--- src/rtl/bus_cpu_pkg.sv ---
package bus_cpu_pkg;

    localparam int DATA_W  = 16;
    localparam int REG_CNT = 8;
    localparam int SEL_W   = $clog2(REG_CNT);
    localparam int OP_W    = 3;
    localparam int INSTR_W = OP_W + 2 * SEL_W;
    localparam int STEP_W  = 2;

    localparam logic [OP_W-1:0] OPC_MOVE = 3'b000;
    localparam logic [OP_W-1:0] OPC_MVI  = 3'b001;
    localparam logic [OP_W-1:0] OPC_ADD  = 3'b010;
    localparam logic [OP_W-1:0] OPC_SUB  = 3'b011;

    typedef enum logic [STEP_W-1:0] {
        STEP_FETCH = 2'd0,
        STEP_X1    = 2'd1,
        STEP_X2    = 2'd2,
        STEP_X3    = 2'd3
    } step_e;

    typedef struct packed {
        logic [OP_W-1:0]  op;
        logic [SEL_W-1:0] rx;
        logic [SEL_W-1:0] ry;
    } instr_t;

    typedef struct packed {
        logic               ir_ld;
        logic               a_ld;
        logic               g_ld;
        logic               subtract;
        logic [REG_CNT-1:0] reg_ld;
        logic [REG_CNT-1:0] src_reg;
        logic               src_g;
        logic               src_din;
        logic               done;
        logic               restart;
    } ctrl_t;

    function automatic logic [REG_CNT-1:0] sel_onehot(input logic [SEL_W-1:0] idx);
        logic [REG_CNT-1:0] v;
        v      = '0;
        v[idx] = 1'b1;
        return v;
    endfunction

    function automatic logic is_arith(input logic [OP_W-1:0] op);
        return (op == OPC_ADD) || (op == OPC_SUB);
    endfunction

endpackage

--- src/rtl/bus_cpu_reg.sv ---
module bus_cpu_reg #(
    parameter int W = 16
) (
    input  logic         clk,
    input  logic         rst,
    input  logic         ld,
    input  logic [W-1:0] d,
    output logic [W-1:0] q
);

    always_ff @(posedge clk) begin
        if (rst) begin
            q <= '0;
        end else if (ld) begin
            q <= d;
        end
    end

endmodule

--- src/rtl/bus_cpu_alu.sv ---
module bus_cpu_alu #(
    parameter int W = 16
) (
    input  logic         subtract,
    input  logic [W-1:0] lhs,
    input  logic [W-1:0] rhs,
    output logic [W-1:0] result
);

    always_comb begin
        if (subtract) begin
            result = lhs - rhs;
        end else begin
            result = lhs + rhs;
        end
    end

endmodule

--- src/rtl/bus_cpu_mux.sv ---
module bus_cpu_mux #(
    parameter int W = 16,
    parameter int N = 8
) (
    input  logic [N-1:0][W-1:0] regs,
    input  logic [W-1:0]        g_val,
    input  logic [W-1:0]        din,
    input  logic [N-1:0]        src_reg,
    input  logic                src_g,
    input  logic                src_din,
    output logic [W-1:0]        bus
);

    // One-hot selects: an AND-OR tree, no priority chain.
    always_comb begin
        bus = ({W{src_g}} & g_val) | ({W{src_din}} & din);
        for (int i = 0; i < N; i++) begin
            bus = bus | ({W{src_reg[i]}} & regs[i]);
        end
    end

endmodule

--- src/rtl/bus_cpu_ctrl.sv ---
module bus_cpu_ctrl
    import bus_cpu_pkg::*;
(
    input  logic   clk,
    input  logic   rst,
    input  logic   run,
    input  instr_t ir,
    output ctrl_t  ctl,
    output step_e  step
);

    step_e step_q;
    step_e step_d;

    always_comb begin
        ctl = '0;
        unique case (step_q)
            STEP_FETCH: begin
                ctl.ir_ld = run;
            end
            STEP_X1: begin
                if (ir.op == OPC_MOVE) begin
                    ctl.src_reg = sel_onehot(ir.ry);
                    ctl.reg_ld  = sel_onehot(ir.rx);
                    ctl.done    = 1'b1;
                    ctl.restart = 1'b1;
                end else if (ir.op == OPC_MVI) begin
                    ctl.src_din = 1'b1;
                    ctl.reg_ld  = sel_onehot(ir.rx);
                    ctl.done    = 1'b1;
                    ctl.restart = 1'b1;
                end else if (is_arith(ir.op)) begin
                    ctl.src_reg = sel_onehot(ir.rx);
                    ctl.a_ld    = 1'b1;
                end else begin
                    ctl.done    = 1'b1;
                    ctl.restart = 1'b1;
                end
            end
            STEP_X2: begin
                ctl.src_reg  = sel_onehot(ir.ry);
                ctl.g_ld     = 1'b1;
                ctl.subtract = (ir.op == OPC_SUB);
            end
            STEP_X3: begin
                ctl.src_g   = 1'b1;
                ctl.reg_ld  = sel_onehot(ir.rx);
                ctl.done    = 1'b1;
                ctl.restart = 1'b1;
            end
            default: ctl = '0;
        endcase
    end

    always_comb begin
        if (ctl.restart) begin
            step_d = STEP_FETCH;
        end else if ((step_q == STEP_FETCH) && !run) begin
            step_d = STEP_FETCH;
        end else begin
            step_d = step_e'(step_q + 2'd1);
        end
    end

    always_ff @(posedge clk) begin
        if (rst) begin
            step_q <= STEP_FETCH;
        end else begin
            step_q <= step_d;
        end
    end

    assign step = step_q;

endmodule

--- src/rtl/bus_cpu.sv ---
module bus_cpu
    import bus_cpu_pkg::*;
#(
    parameter int DW = bus_cpu_pkg::DATA_W,
    parameter int NR = bus_cpu_pkg::REG_CNT
) (
    input  logic          clk,
    input  logic          rst,
    input  logic          run,
    input  logic [DW-1:0] din,
    output logic          done,
    output logic [DW-1:0] bus_out
);

    localparam int IR_LSB = DW - INSTR_W;

    ctrl_t                 ctl;
    step_e                 step;
    instr_t                ir_q;
    logic [DW-1:0]         bus;
    logic [DW-1:0]         a_q;
    logic [DW-1:0]         g_q;
    logic [DW-1:0]         sum;
    logic [NR-1:0][DW-1:0] regs;

    bus_cpu_ctrl u_ctrl (
        .clk  (clk),
        .rst  (rst),
        .run  (run),
        .ir   (ir_q),
        .ctl  (ctl),
        .step (step)
    );

    bus_cpu_reg #(.W(INSTR_W)) u_ir (
        .clk (clk),
        .rst (rst),
        .ld  (ctl.ir_ld),
        .d   (din[DW-1:IR_LSB]),
        .q   (ir_q)
    );

    generate
        for (genvar r = 0; r < NR; r++) begin : g_gpr
            bus_cpu_reg #(.W(DW)) u_gpr (
                .clk (clk),
                .rst (rst),
                .ld  (ctl.reg_ld[r]),
                .d   (bus),
                .q   (regs[r])
            );
        end
    endgenerate

    bus_cpu_reg #(.W(DW)) u_a (
        .clk (clk),
        .rst (rst),
        .ld  (ctl.a_ld),
        .d   (bus),
        .q   (a_q)
    );

    bus_cpu_alu #(.W(DW)) u_alu (
        .subtract (ctl.subtract),
        .lhs      (a_q),
        .rhs      (bus),
        .result   (sum)
    );

    bus_cpu_reg #(.W(DW)) u_g (
        .clk (clk),
        .rst (rst),
        .ld  (ctl.g_ld),
        .d   (sum),
        .q   (g_q)
    );

    bus_cpu_mux #(.W(DW), .N(NR)) u_mux (
        .regs    (regs),
        .g_val   (g_q),
        .din     (din),
        .src_reg (ctl.src_reg),
        .src_g   (ctl.src_g),
        .src_din (ctl.src_din),
        .bus     (bus)
    );

    assign done    = ctl.done;
    assign bus_out = bus;

endmodule

--- config.mk ---
export PLATFORM = sky130hd
export DESIGN_NAME = bus_cpu
export DESIGN_NICKNAME = d
export VERILOG_FILES = /design/src/rtl/bus_cpu_pkg.sv /design/src/rtl/bus_cpu_reg.sv /design/src/rtl/bus_cpu_alu.sv /design/src/rtl/bus_cpu_mux.sv /design/src/rtl/bus_cpu_ctrl.sv /design/src/rtl/bus_cpu.sv
export SDC_FILE = /design/constraint.sdc
export NUM_CORES = 1
export LEC_CHECK = 0
export ABC_AREA = 1
export BUFFER_PORTS_ARGS = -buffer_cell sky130_fd_sc_hd__buf_4
export CAP_MARGIN = 20
export CORE_ASPECT_RATIO = 1.4
export CORE_MARGIN = 10
export CORE_UTILIZATION = 28
export DETAILED_ROUTE_END_ITERATION = 6
export HOLD_SLACK_MARGIN = 0.03
export PLACE_DENSITY = 0.45
export SETUP_SLACK_MARGIN = 0.2
export SLEW_MARGIN = 25
export SYNTH_ARGS = -nofsm -noshare
export SYNTH_HDL_FRONTEND = slang
export SYNTH_SLANG_ARGS = --single-unit
--- constraint.sdc ---
create_clock -name clk -period 4.6 [get_ports clk]
set_input_delay 0.92 -clock clk [delete_from_list [all_inputs] [get_ports clk]]
set_output_delay 0.92 -clock clk [all_outputs]
set_load 0.01 [all_outputs]
==> results by group, run 1 <==
Critical path
  • CP required: 4990 ps
  • Max stage delay on crit path: 360 ps
  • Delay-heaviest family, CP: simple AND/OR/NAND/NOR gates
  • Critical path's slowest cell: ha_1
  • Critical path's most frequent cell: nand3_1
  • Max Fanout on Critical Path: 8
  • Crit. End Element: flop
  • Reg-to-reg startpoint: u_ctrl.step[1]
  • Crit start category: flop
  • Worst Path Arrival: 4500 ps
  • Launch point of the worst path: u_ctrl.step[1]
  • CP Class: flop to flop
  • Critical path buffers and inverters: 3

GRT
  • Antenna violations before repair: 0
  • M3 GR Usage: 2.37%
  • Vias in the first global route: 8,512
  • GRT Overall Usage: 16.3%
  • GRT busiest layer: met2
  • Global-route met1 utilization: 18.9%
  • Met2 usage: 29.0%
  • Largest net degree at the start of global routing: 64
  • Grt total ovfl: 0
  • First-pass GRT wire length: 51,500 µm

Clock network
  • Clk Latency, worst-skew pair: 460 ps
  • Num Clock Sinks: 171
  • Clock buffer depth: 2
  • Root buf cell: clkbuf_16
  • CTS H-Tree Depth: 4
  • TritonCTS Buffers: 17
  • CTS tree: yes
  • Clock transition at path regs: 70 ps
  • Hold Buf Count CTS: 0

Timing
  • Fin Setup TNS: 0 ps
  • Fin Hold WS: 480 ps
  • Min Tclk post-route: 4110 ps
  • Maximum clock rate: 243 MHz
  • Clk_skew: 8.48 ps
  • Worst-margin pin slew: 893 ps
  • # setup viols final: 0
  • Fin. Hold Viols: 0
  • Final Cycle Share: 89.5%
  • Slew Limit Fails: 0
  • RSZ-0062 raised after global routing: no
  • Slew HR: 40.1%

Logic synthesis
  • Synth Net Count: 1,394
  • Post-Syn Area per Cell: 6.84 µm²
  • Synthesis Warnings: 0
  • Sequential fraction of the synthesis area: 37.0%
  • Netlist Area Pre-Place: 9260 µm²
  • Synth cell types: 40
  • Flops & latches, synth: 171
  • Cells after synthesis: 1,354

Cells and area
  • Core Util, Final: 34.0%
  • Nets@finish: 1,440
  • Fillers: 3,512
  • ANT cells: 0
  • Commonest cells after routing, fill and taps aside: nand2_1 (200), inv_1 (199), dfxtp_1 (170)
  • Area Overhead vs Synth: 19.3%
  • Share of cells above drive strength 1: 16.6%
  • Leading cell type in the layout, fill and taps excluded: nand2_1

Route
  • DR WL/cell: 18.2 µm
  • 1st-iter DRT viols: 494
  • Final ANT Viol Nets: 0
  • Via density: 4.74
  • Final wirelength: 33,700 µm
  • Via count: 8,780
  • Iteration count of the initial detailed-routing pass: 5
  • DRC: 0

Status
  • Status: complete, no violations

Die
  • Chip width: 174 µm
  • I/O pins: 36
  • Die Ht: 235 µm
  • FP Rows: 78
  • Core ar.: 32,500 µm²
  • Starting density of the core: 28.5%
  • Die ar.: 40,800 µm²

Placed design
  • HPWL Detailed: 24,200 µm
  • I/O Buffers: 35
  • Routability cong.: 0.847

Power and ir drop
  • Tot Pwr: 4200 µW
  • VDD IR-drop max: 289 µV
  • Leakage: 0.00556 µW
  • PwrDens: 380 nW/µm²

Worst hold path
  • Tightest Hold Check Type: flop to flop
  • Min-delay src: u_ctrl.step[0]

Run
  • Max-cap check violation count: 0
==> cell usage after synthesis (all sizes together) <==
library cell  instances  area, µm²
nand2               227        927
inv                 213        800
dfxtp               171       3420
nor2                162        681
nand3               147        808
o21ai               142        714
a21oi                86        430
o211ai               54        405
clkbuf               52        195
buf                  21        139
ha                   20        250
xor2                 17        149
nor3                  9       65.1
o21bai                8       60.1
clkinv                7       26.3
xnor2                 4       35.0
nand4                 3       25.0
a21o                  2       15.0
a31oi                 2       12.5
a21boi                1       7.51
fa                    1       20.0
o2111ai               1       8.76
o221ai                1       8.76
o31ai                 1       7.51
xnor3                 1       22.5
xor3                  1       23.8
==> sequential cells by signal, summed over array words and instances (netlist names) <==
signal         flops
g_gpr.u_gpr.q    128
u_ctrl.step        2
u_g.q             16
u_a.q             16
u_ir.q             9
==> metrics by stage <==
step,area (µm²),std cells,worst slack [ps]
finish,11000,1853,485
global route,11000,1853,174
CTS,10700,1840,224
detailed placement,10200,1808,58.4
global placement,10200,1808,48.8
floorplan,9260,1354,500
==> worst paths after layout <==
check / end / slack [ps] / depth (start not counted)
max: u_g.q[15] / 490 / 25
min: u_ctrl.step[0] / 480 / 1
max reg2reg: u_g.q[15] / 490 / 25
min reg2reg: u_ctrl.step[0] / 480 / 1
==> per-layer routing <==
layer	wire [µm]	part of all wire (%)
met1	14100	42
met2	17300	51
met3	1160	3.4
met4	1220	3.6
met5	0	0
==> what timing repair did <==
| action | CTS | global route |
|---|---|---|
| pin swaps | 0 | 14 |
| gates cloned | 0 | 1 |
| setup endpoints to repair | 2 | 7 |
| gates resized for setup | 6 | 49 |
| buffers inserted | 0 | 12 |
==> cell type report <==
type / count / area, µm² / area share, %
clock buffers: 20 / 447 / 4.04
well taps: 440 / 551 / 4.99
multi-input cells: 891 / 4900 / 44.3
repair buffers: 99 / 771 / 6.98
inverters: 220 / 831 / 7.52
clock inverters: 12 / 123 / 1.11
flip-flops and latches: 171 / 3420 / 31.0
==> where the power goes <==
group          internal (µW)  total, µW  leakage, µW  switching (µW)
combinational            435       1150      0.00390             711
clock                    809       1450     0.000280             640
sequential              1550       1600      0.00138            49.3
==> cell families (layout without fill, tap and decap cells) <==
logic type / Yosys count / count (layout) / synth area share (%)
flip-flops: 171 / 171 / 37.0
XOR/XNOR: 23 / 23 / 2.49
buffers and inverters: 293 / 351 / 12.5
adder cells (fa/ha/maj): 21 / 21 / 2.92
AO/OA/AOI/OAI: 298 / 298 / 18.0
AND/OR/NAND/NOR: 548 / 549 / 27.1
==> worst reg2reg max path: cells and delay by family (launching register included) <==
family	cells	cell delay (ps)
and+or+nand+nor	17	2230
adders and majority gates	2	570
buffers and inverters	3	420
AOI/OAI and AO/OA	1	110
xor gates and xnor gates	2	390
DFF	1	340
(Power assumes the default switching activity.)
==> inputs of run 2 (changes only) <==
- ABC_AREA: 1 -> 0
==> run 2 against run 1 <==
Compared with the run above: sequential power about the same; first-iteration DRC count increased by 34%; fmax decreased by 6.7%; total power increased by 2.2%; critical path depth unchanged; die area decreased by 2.5%; critical path type unchanged.
==> results by group, run 2 <==
Logic synthesis
  • Most area-consuming cells after synthesis: dfxtp_1 (38%), a211oi_1 (13%), nor2_1 (7.7%) (was dfxtp_1 (37%), nand2_1 (8.4%), inv_1 (8.1%))
  • Synth top area share: 38.0% (was 37.0%)
  • Synthesis Warnings: 0 (unchanged)
  • Synth cell count leaders: nor2_1 (184), dfxtp_1 (171), a211oi_1 (152), clkbuf_1 (76), nand2_1 (46) (was nand2_1 (207), inv_1 (200), dfxtp_1 (171), nor2_1 (143), nand3_1 (134))
  • Post-Syn Area per Cell: 8.55 µm² (was 6.84 µm²)
  • Synth cell types: 80 (was 40)
  • Cells after synthesis: 1,053 (was 1,354)
  • Post-synth EDFFs: 0 (unchanged)
  • Netlist Area Pre-Place: 9000 µm² (was 9260 µm²)
  • Sequential fraction of the synthesis area: 38.0% (was 37.0%)
  • Area leader, netlist: dfxtp_1 (unchanged)
  • Post-synth ARST share: 0% (unchanged)
  • Main synth FF type: dfxtp_1 (unchanged)
  • Synth Net Count: 1,093 (was 1,394)
  • Flops & latches, synth: 171 (unchanged)
  • Most frequent cell after synthesis: nor2_1 (was nand2_1)

Critical path
  • Crit. End Element: flop (unchanged)
  • CP required: 4920 ps (was 4990 ps)
  • Crit start category: flop (unchanged)
  • Critical path buffers and inverters: 6 (was 3)
  • CP Class: flop to flop (unchanged)
  • Delay-heaviest family, CP: compound AO/OA/AOI/OAI gates (was simple AND/OR/NAND/NOR gates)
  • Critical path's most frequent cell: buf_4 (was nand3_1)
  • Critical path's slowest cell: nor4b_4 (was ha_1)
  • Max Fanout on Critical Path: 6 (was 8)
  • Max stage delay on crit path: 360 ps (about the same)
  • Worst Path Arrival: 4730 ps (was 4500 ps)

Cells and area
  • Max FFs per register: 128 (unchanged)
  • Nets@finish: 1,242 (was 1,440)
  • Share of cells above drive strength 1: 29.3% (was 16.6%)
  • Commonest cells after routing, fill and taps aside: buf_4 (214), nor2_1 (175), dfxtp_1 (168) (was nand2_1 (200), inv_1 (199), dfxtp_1 (170))
  • Biggest regs: g_gpr.u_gpr.q x128, u_a.q x16, u_g.q x16 (unchanged)
  • Largest Register: g_gpr.u_gpr.q (unchanged)
  • Fin cells: 1,611 (was 1,853)
  • Area Overhead vs Synth: 32.1% (was 19.3%)
  • Leading cell type in the layout, fill and taps excluded: buf_4 (was nand2_1)
  • Core Util, Final: 37.5% (was 34.0%)

Power and ir drop
  • Logic gate share of total power: 28.1% (was 27.3%)
  • Leakage: 0.00433 µW (was 0.00556 µW)
  • NetSw: 1320 µW (was 1400 µW)
  • Internal power: 2970 µW (was 2800 µW)
  • Clock Power Share: 34.5% (about the same)
  • VDD IR-drop max: 279 µV (was 289 µV)
  • Reg power frac: 37.5% (was 38.2%)
  • Sw Share: 30.8% (was 33.3%)
  • PwrDens: 361 nW/µm² (was 380 nW/µm²)

Run
  • Max-cap check violation count: 0 (unchanged)

GRT
  • GRT Overall Usage: 19.5% (was 16.3%)
  • GRT busiest layer: met2 (unchanged)
  • Vias in the first global route: 8,644 (was 8,512)
  • M3 GR Usage: 3.76% (was 2.37%)
  • Grt total ovfl: 0 (unchanged)
  • Antenna violations before repair: 1 (was 0)
  • Largest net degree at the start of global routing: 91 (was 64)
  • Met2 usage: 33.8% (was 29.0%)
  • Global-route met1 utilization: 21.4% (was 18.9%)
  • First-pass GRT wire length: 56,800 µm (was 51,500 µm)

Clock network
  • TritonCTS Buffers: 17 (unchanged)
  • Clock transition at path regs: 70 ps (about the same)
  • Num Clock Sinks: 171 (unchanged)
  • CTS tree: yes (unchanged)
  • CTS H-Tree Depth: 4 (unchanged)
  • Clock buffer depth: 2 (unchanged)
  • Clk Latency, worst-skew pair: 450 ps (was 460 ps)
  • Root buf cell: clkbuf_16 (unchanged)
  • Hold Buf Count CTS: 0 (unchanged)

Die
  • Starting density of the core: 28.4% (was 28.5%)
  • FP Rows: 77 (was 78)
  • Chip width: 172 µm (was 174 µm)
  • Die Ht: 232 µm (was 235 µm)
  • Core ar.: 31,700 µm² (was 32,500 µm²)
  • Die ar.: 39,800 µm² (was 40,800 µm²)
  • I/O pins: 36 (unchanged)

Timing
  • Clk_skew: 10.7 ps (was 8.48 ps)
  • RSZ-0062 raised after global routing: yes (was no)
  • Maximum clock rate: 227 MHz (was 243 MHz)
  • Fin. Hold Viols: 0 (unchanged)
  • # setup viols final: 0 (unchanged)
  • Min Tclk post-route: 4410 ps (was 4110 ps)
  • Slew HR: 34.3% (was 40.1%)
  • Slew Limit Fails: 0 (unchanged)
  • Worst-margin pin slew: 984 ps (was 893 ps)
  • Final setup margin: 189 ps (was 485 ps)
  • Final Cycle Share: 95.9% (was 89.5%)

Route
  • Final wirelength: 38,600 µm (was 33,700 µm)
  • DR WL/cell: 23.9 µm (was 18.2 µm)
  • 1st-iter DRT viols: 660 (was 494)
  • Via count: 8,799 (was 8,780)
  • Final ANT Viol Nets: 0 (unchanged)
  • DRC: 0 (unchanged)
  • Via density: 5.46 (was 4.74)
  • Iteration count of the initial detailed-routing pass: 5 (unchanged)

Placed design
  • HPWL Detailed: 28,300 µm (was 24,200 µm)
  • Routability cong.: 0.964 (was 0.847)
  • Place WS: -342 ps (was 58.4 ps)
  • I/O Buffers: 35 (unchanged)
  • Placed insts: 1,553 (was 1,808)

Status
  • Status: complete, no violations (unchanged)

Worst hold path
  • Tightest Hold Check Type: flop to flop (unchanged)
run 2: changes by cell type after synthesis, moves of 15 or more:
cell / change
a211oi_1: +152
nor2_1: +41
clkbuf_1: +24
inv_1: -176
o211ai_1: -49
nand3_1: -108
a22oi_1: +20
o21ai_0: -113
a21oi_1: -64
nand2_2: -15
mux2i_1: +30
nand2_1: -161
run 2: worst min-delay path, cell delays in order (launching register included):
cell      delay (ps)
dfxtp_1          310
nor2_1           100
a211oi_1          50
run 2: final cells by class:
type	count	area, µm²
diodes	1	2.50
well taps	395	494
multi-input cells	756	5440
clock buffers	22	474
clock inverters	10	116
repair buffers	230	1830
inverters	26	103
flip-flops and latches	171	3430
fillers	3277	19800
run 2: per-layer routing:
metal,up-vias,share of wire (%)
met5,-,0
li1,4206,-
met3,95,4.4
met2,266,51
met4,0,5.5
met1,4232,39
run 2: power groups by stage:
stage	Combinational (µW)	Sequential (µW)	Clock, µW
global route	1290	1620	1570
floorplan	632	1610	0
detailed placement	1050	1640	0
CTS	1130	1610	1510
global placement	1050	1640	0
finish	1200	1610	1480
run 2: path summary, 6_finish.rpt:
check                      startpoint                  end  slack [ps]  cells past startpoint
setup reg to reg       u_ctrl.step[1]            u_g.q[13]         190                     25
setup / recovery       u_ctrl.step[1]            u_g.q[13]         190                     25
hold reg to reg   g_gpr[4].u_gpr.q[7]  g_gpr[4].u_gpr.q[7]         500                      2
hold / removal    g_gpr[4].u_gpr.q[7]  g_gpr[4].u_gpr.q[7]         500                      2
run 2: metrics by stage:
stage                     TNS [ps]  power [µW]  hold slack [ps]  cell area (µm²)
after floorplan                  0        2240              419             9060
after global placement        -905        2690              428            10800
after detailed placement     -1130        2690              449            10800
after CTS                        0        4240              501            11700
after global routing         -94.3        4480              518            11900
final                            0        4290              500            11900
run 2: timing repair:
action,CTS,global route
setup buffers,16,9
pin swaps,19,31
gates resized for setup,44,37
cloned,0,0
endpoints found under the setup margin,12,12
run 2: logic make-up (layout without fill, tap and decap cells):
logic type      after synthesis  after routing  share of synthesized area [%]
mux                          40             40                           4.71
flops                       171            171                           38.0
xor+xnor                     24             24                           2.34
other cells                   0              1                              0
buf+inv                     126            288                           5.78
simple gates                360            360                           19.6
compound gates              311            311                           26.5
fa+ha+maj                    21             21                           3.00
==> inputs of run 3 (changes only) <==
- CTS_BUF_LIST: default -> sky130_fd_sc_hd__clkbuf_16
==> run 3 against run 2 <==
Compared with the run above: clock-buffer cell count fell by 5; first-iteration DRC count fell by 2.7%; highest routed layer unchanged; clock skew down 0.97 ps; largest power group unchanged; critical path type unchanged.
==> results by group, run 3 (synthesis gave the netlist of run 2 again) <==
Status
  • Status: complete, no violations (unchanged)

Power and ir drop
  • PwrDens: 357 nW/µm² (was 361 nW/µm²)
  • VDD IR-drop max: 278 µV (was 279 µV)
  • Leakage: 0.00432 µW (was 0.00433 µW)

Placed design
  • Placed insts: 1,553 (unchanged)
  • HPWL Detailed: 28,300 µm (unchanged)
  • Routability cong.: 0.964 (unchanged)
  • I/O Buffers: 35 (unchanged)

GRT
  • First-pass GRT wire length: 56,800 µm (about the same)
  • Vias in the first global route: 8,643 (was 8,644)
  • Antenna violations before repair: 1 (unchanged)
  • Met2 usage: 33.8% (about the same)
  • Grt total ovfl: 0 (unchanged)
  • GRT busiest layer: met2 (unchanged)
  • M3 GR Usage: 3.76% (unchanged)
  • Largest net degree at the start of global routing: 91 (unchanged)
  • Global-route met1 utilization: 21.4% (about the same)
  • GRT Overall Usage: 19.5% (about the same)

Clock network
  • Num Clock Sinks: 171 (unchanged)
  • Clk Latency, worst-skew pair: 460 ps (was 450 ps)
  • CTS tree: yes (unchanged)
  • Clock buffer depth: 2 (unchanged)
  • Hold Buf Count CTS: 0 (unchanged)
  • Root buf cell: clkbuf_16 (unchanged)
  • CTS H-Tree Depth: 4 (unchanged)
  • TritonCTS Buffers: 17 (unchanged)
  • Clock transition at path regs: 70 ps (about the same)

Timing
  • # setup viols final: 0 (unchanged)
  • Maximum clock rate: 226 MHz (was 227 MHz)
  • Worst-margin pin slew: 982 ps (was 984 ps)
  • Final Cycle Share: 96.0% (was 95.9%)
  • Fin. Hold Viols: 0 (unchanged)
  • Fin Setup TNS: 0 ps (unchanged)
  • Slew HR: 34.5% (was 34.3%)
  • Clk_skew: 9.74 ps (was 10.7 ps)
  • Min Tclk post-route: 4420 ps (was 4410 ps)
  • Slew Limit Fails: 0 (unchanged)
  • Fin Hold WS: 500 ps (about the same)
  • RSZ-0062 raised after global routing: yes (unchanged)

Die
  • Chip width: 172 µm (unchanged)
  • FP Rows: 77 (unchanged)
  • Die Ht: 232 µm (unchanged)
  • Starting density of the core: 28.4% (unchanged)
  • Die ar.: 39,800 µm² (unchanged)
  • Core ar.: 31,700 µm² (unchanged)
  • I/O pins: 36 (unchanged)

Critical path
  • Reg-to-reg startpoint: u_ctrl.step[1] (unchanged)
  • Worst Path Arrival: 4730 ps (about the same)
  • CP required: 4910 ps (was 4920 ps)
  • Max Fanout on Critical Path: 6 (unchanged)
  • CP Class: flop to flop (unchanged)
  • Crit start category: flop (unchanged)
  • Launch point of the worst path: u_ctrl.step[1] (unchanged)
  • Crit. End Element: flop (unchanged)
  • Reg2Reg Setup Slack: 180 ps (was 190 ps)

Cells and area
  • Fin cells: 1,611 (unchanged)
  • Biggest regs: g_gpr.u_gpr.q x128, u_a.q x16, u_g.q x16 (unchanged)
  • Share of cells above drive strength 1: 29.1% (was 29.3%)
  • Largest Register: g_gpr.u_gpr.q (unchanged)
  • Leading cell type in the layout, fill and taps excluded: buf_4 (unchanged)
  • Max FFs per register: 128 (unchanged)
  • Area Overhead vs Synth: 31.8% (was 32.1%)
  • Nets@finish: 1,242 (unchanged)
  • Commonest cells after routing, fill and taps aside: buf_4 (214), nor2_1 (175), dfxtp_1 (168) (unchanged)

Route
  • Final ANT Viol Nets: 0 (unchanged)
  • DRC: 0 (unchanged)
  • Iteration count of the initial detailed-routing pass: 5 (unchanged)
  • Via density: 5.43 (was 5.46)
  • DR WL/cell: 23.9 µm (about the same)
  • 1st-iter DRT viols: 642 (was 660)
  • Final wirelength: 38,600 µm (about the same)
  • Via count: 8,744 (was 8,799)

Run
  • Max-cap check violation count: 0 (unchanged)

Worst hold path
  • Tightest Hold Check Type: flop to flop (unchanged)
  • Min-delay src: g_gpr[4].u_gpr.q[7] (unchanged)
run 3: changes by cell type in the layout (fill, tap and decap cells not counted):
cell      change
inv_1         +2
clkbuf_8      -3
clkbuf_1      -2
clkinv_1      +3
run 3: metal layers:
metal  vias up  share of wire [%]
met5         -                  0
met4         0                5.5
met3        92                4.3
met2       236                 51
met1      4217                 39
li1       4199                  -
run 3: where the power goes:
group          total [µW]  switching, µW  leakage (µW)  internal (µW)
Sequential           1610           63.5       0.00138           1550
Clock                1420            636      0.000277            787
Combinational        1200            623       0.00266            582
Total                4240           1320       0.00432           2920
run 3: cell type report:
type | instances | area [µm²]
diodes | 1 | 2.50
clock buffers | 17 | 425
clock inverters | 15 | 135
fillers | 3281 | 19800
inverters | 26 | 103
multi-input cells | 756 | 5440
flip-flops and latches | 171 | 3430
well taps | 395 | 494
repair buffers | 230 | 1830
run 3: critical path, cell delays in order, from the launching register on:
cell and delay [ps]:
dfxtp_2 340, inv_4 80, ha_4 160, nor4b_4 360, buf_4 210, o21ai_4 60
buf_4 140, buf_6 140, o211a_1 230, and3_4 170, ha_4 260, nand2_2 40
o21a_1 140, buf_4 140, ha_1 250, nor2b_1 140, o21ai_1 140, nand2b_1 90
a21o_1 190, a31o_4 280, a211oi_2 180, buf_4 160, nor2_1 50, xor2_1 140
mux2i_1 130, nor2_1 50
run 3: repair_timing:
| action | CTS | global route |
|---|---|---|
| setup endpoints to repair | 12 | 12 |
| gates resized for setup | 44 | 37 |
| pin swaps | 19 | 31 |
| setup buffers | 16 | 9 |
run 3: per-stage QoR:
stage	power [µW]	instance area (µm²)	utilization [%]	setup WS, ps
floorplan	2240	9060	-	167
global placement	2690	10800	33.9	-275
detailed placement	2690	10800	33.9	-342
CTS	4190	11600	36.7	192
global route	4430	11900	37.4	-47.6
finish	4240	11900	37.4	183
run 3: final timing paths:
| kind | endpoint | depth (start not counted) |
|---|---|---|
| worst min register to register | g_gpr[4].u_gpr.q[7] | 2 |
| worst min-delay path | g_gpr[4].u_gpr.q[7] | 2 |
| worst max register to register | u_g.q[13] | 25 |
| worst max-delay path | u_g.q[13] | 25 |
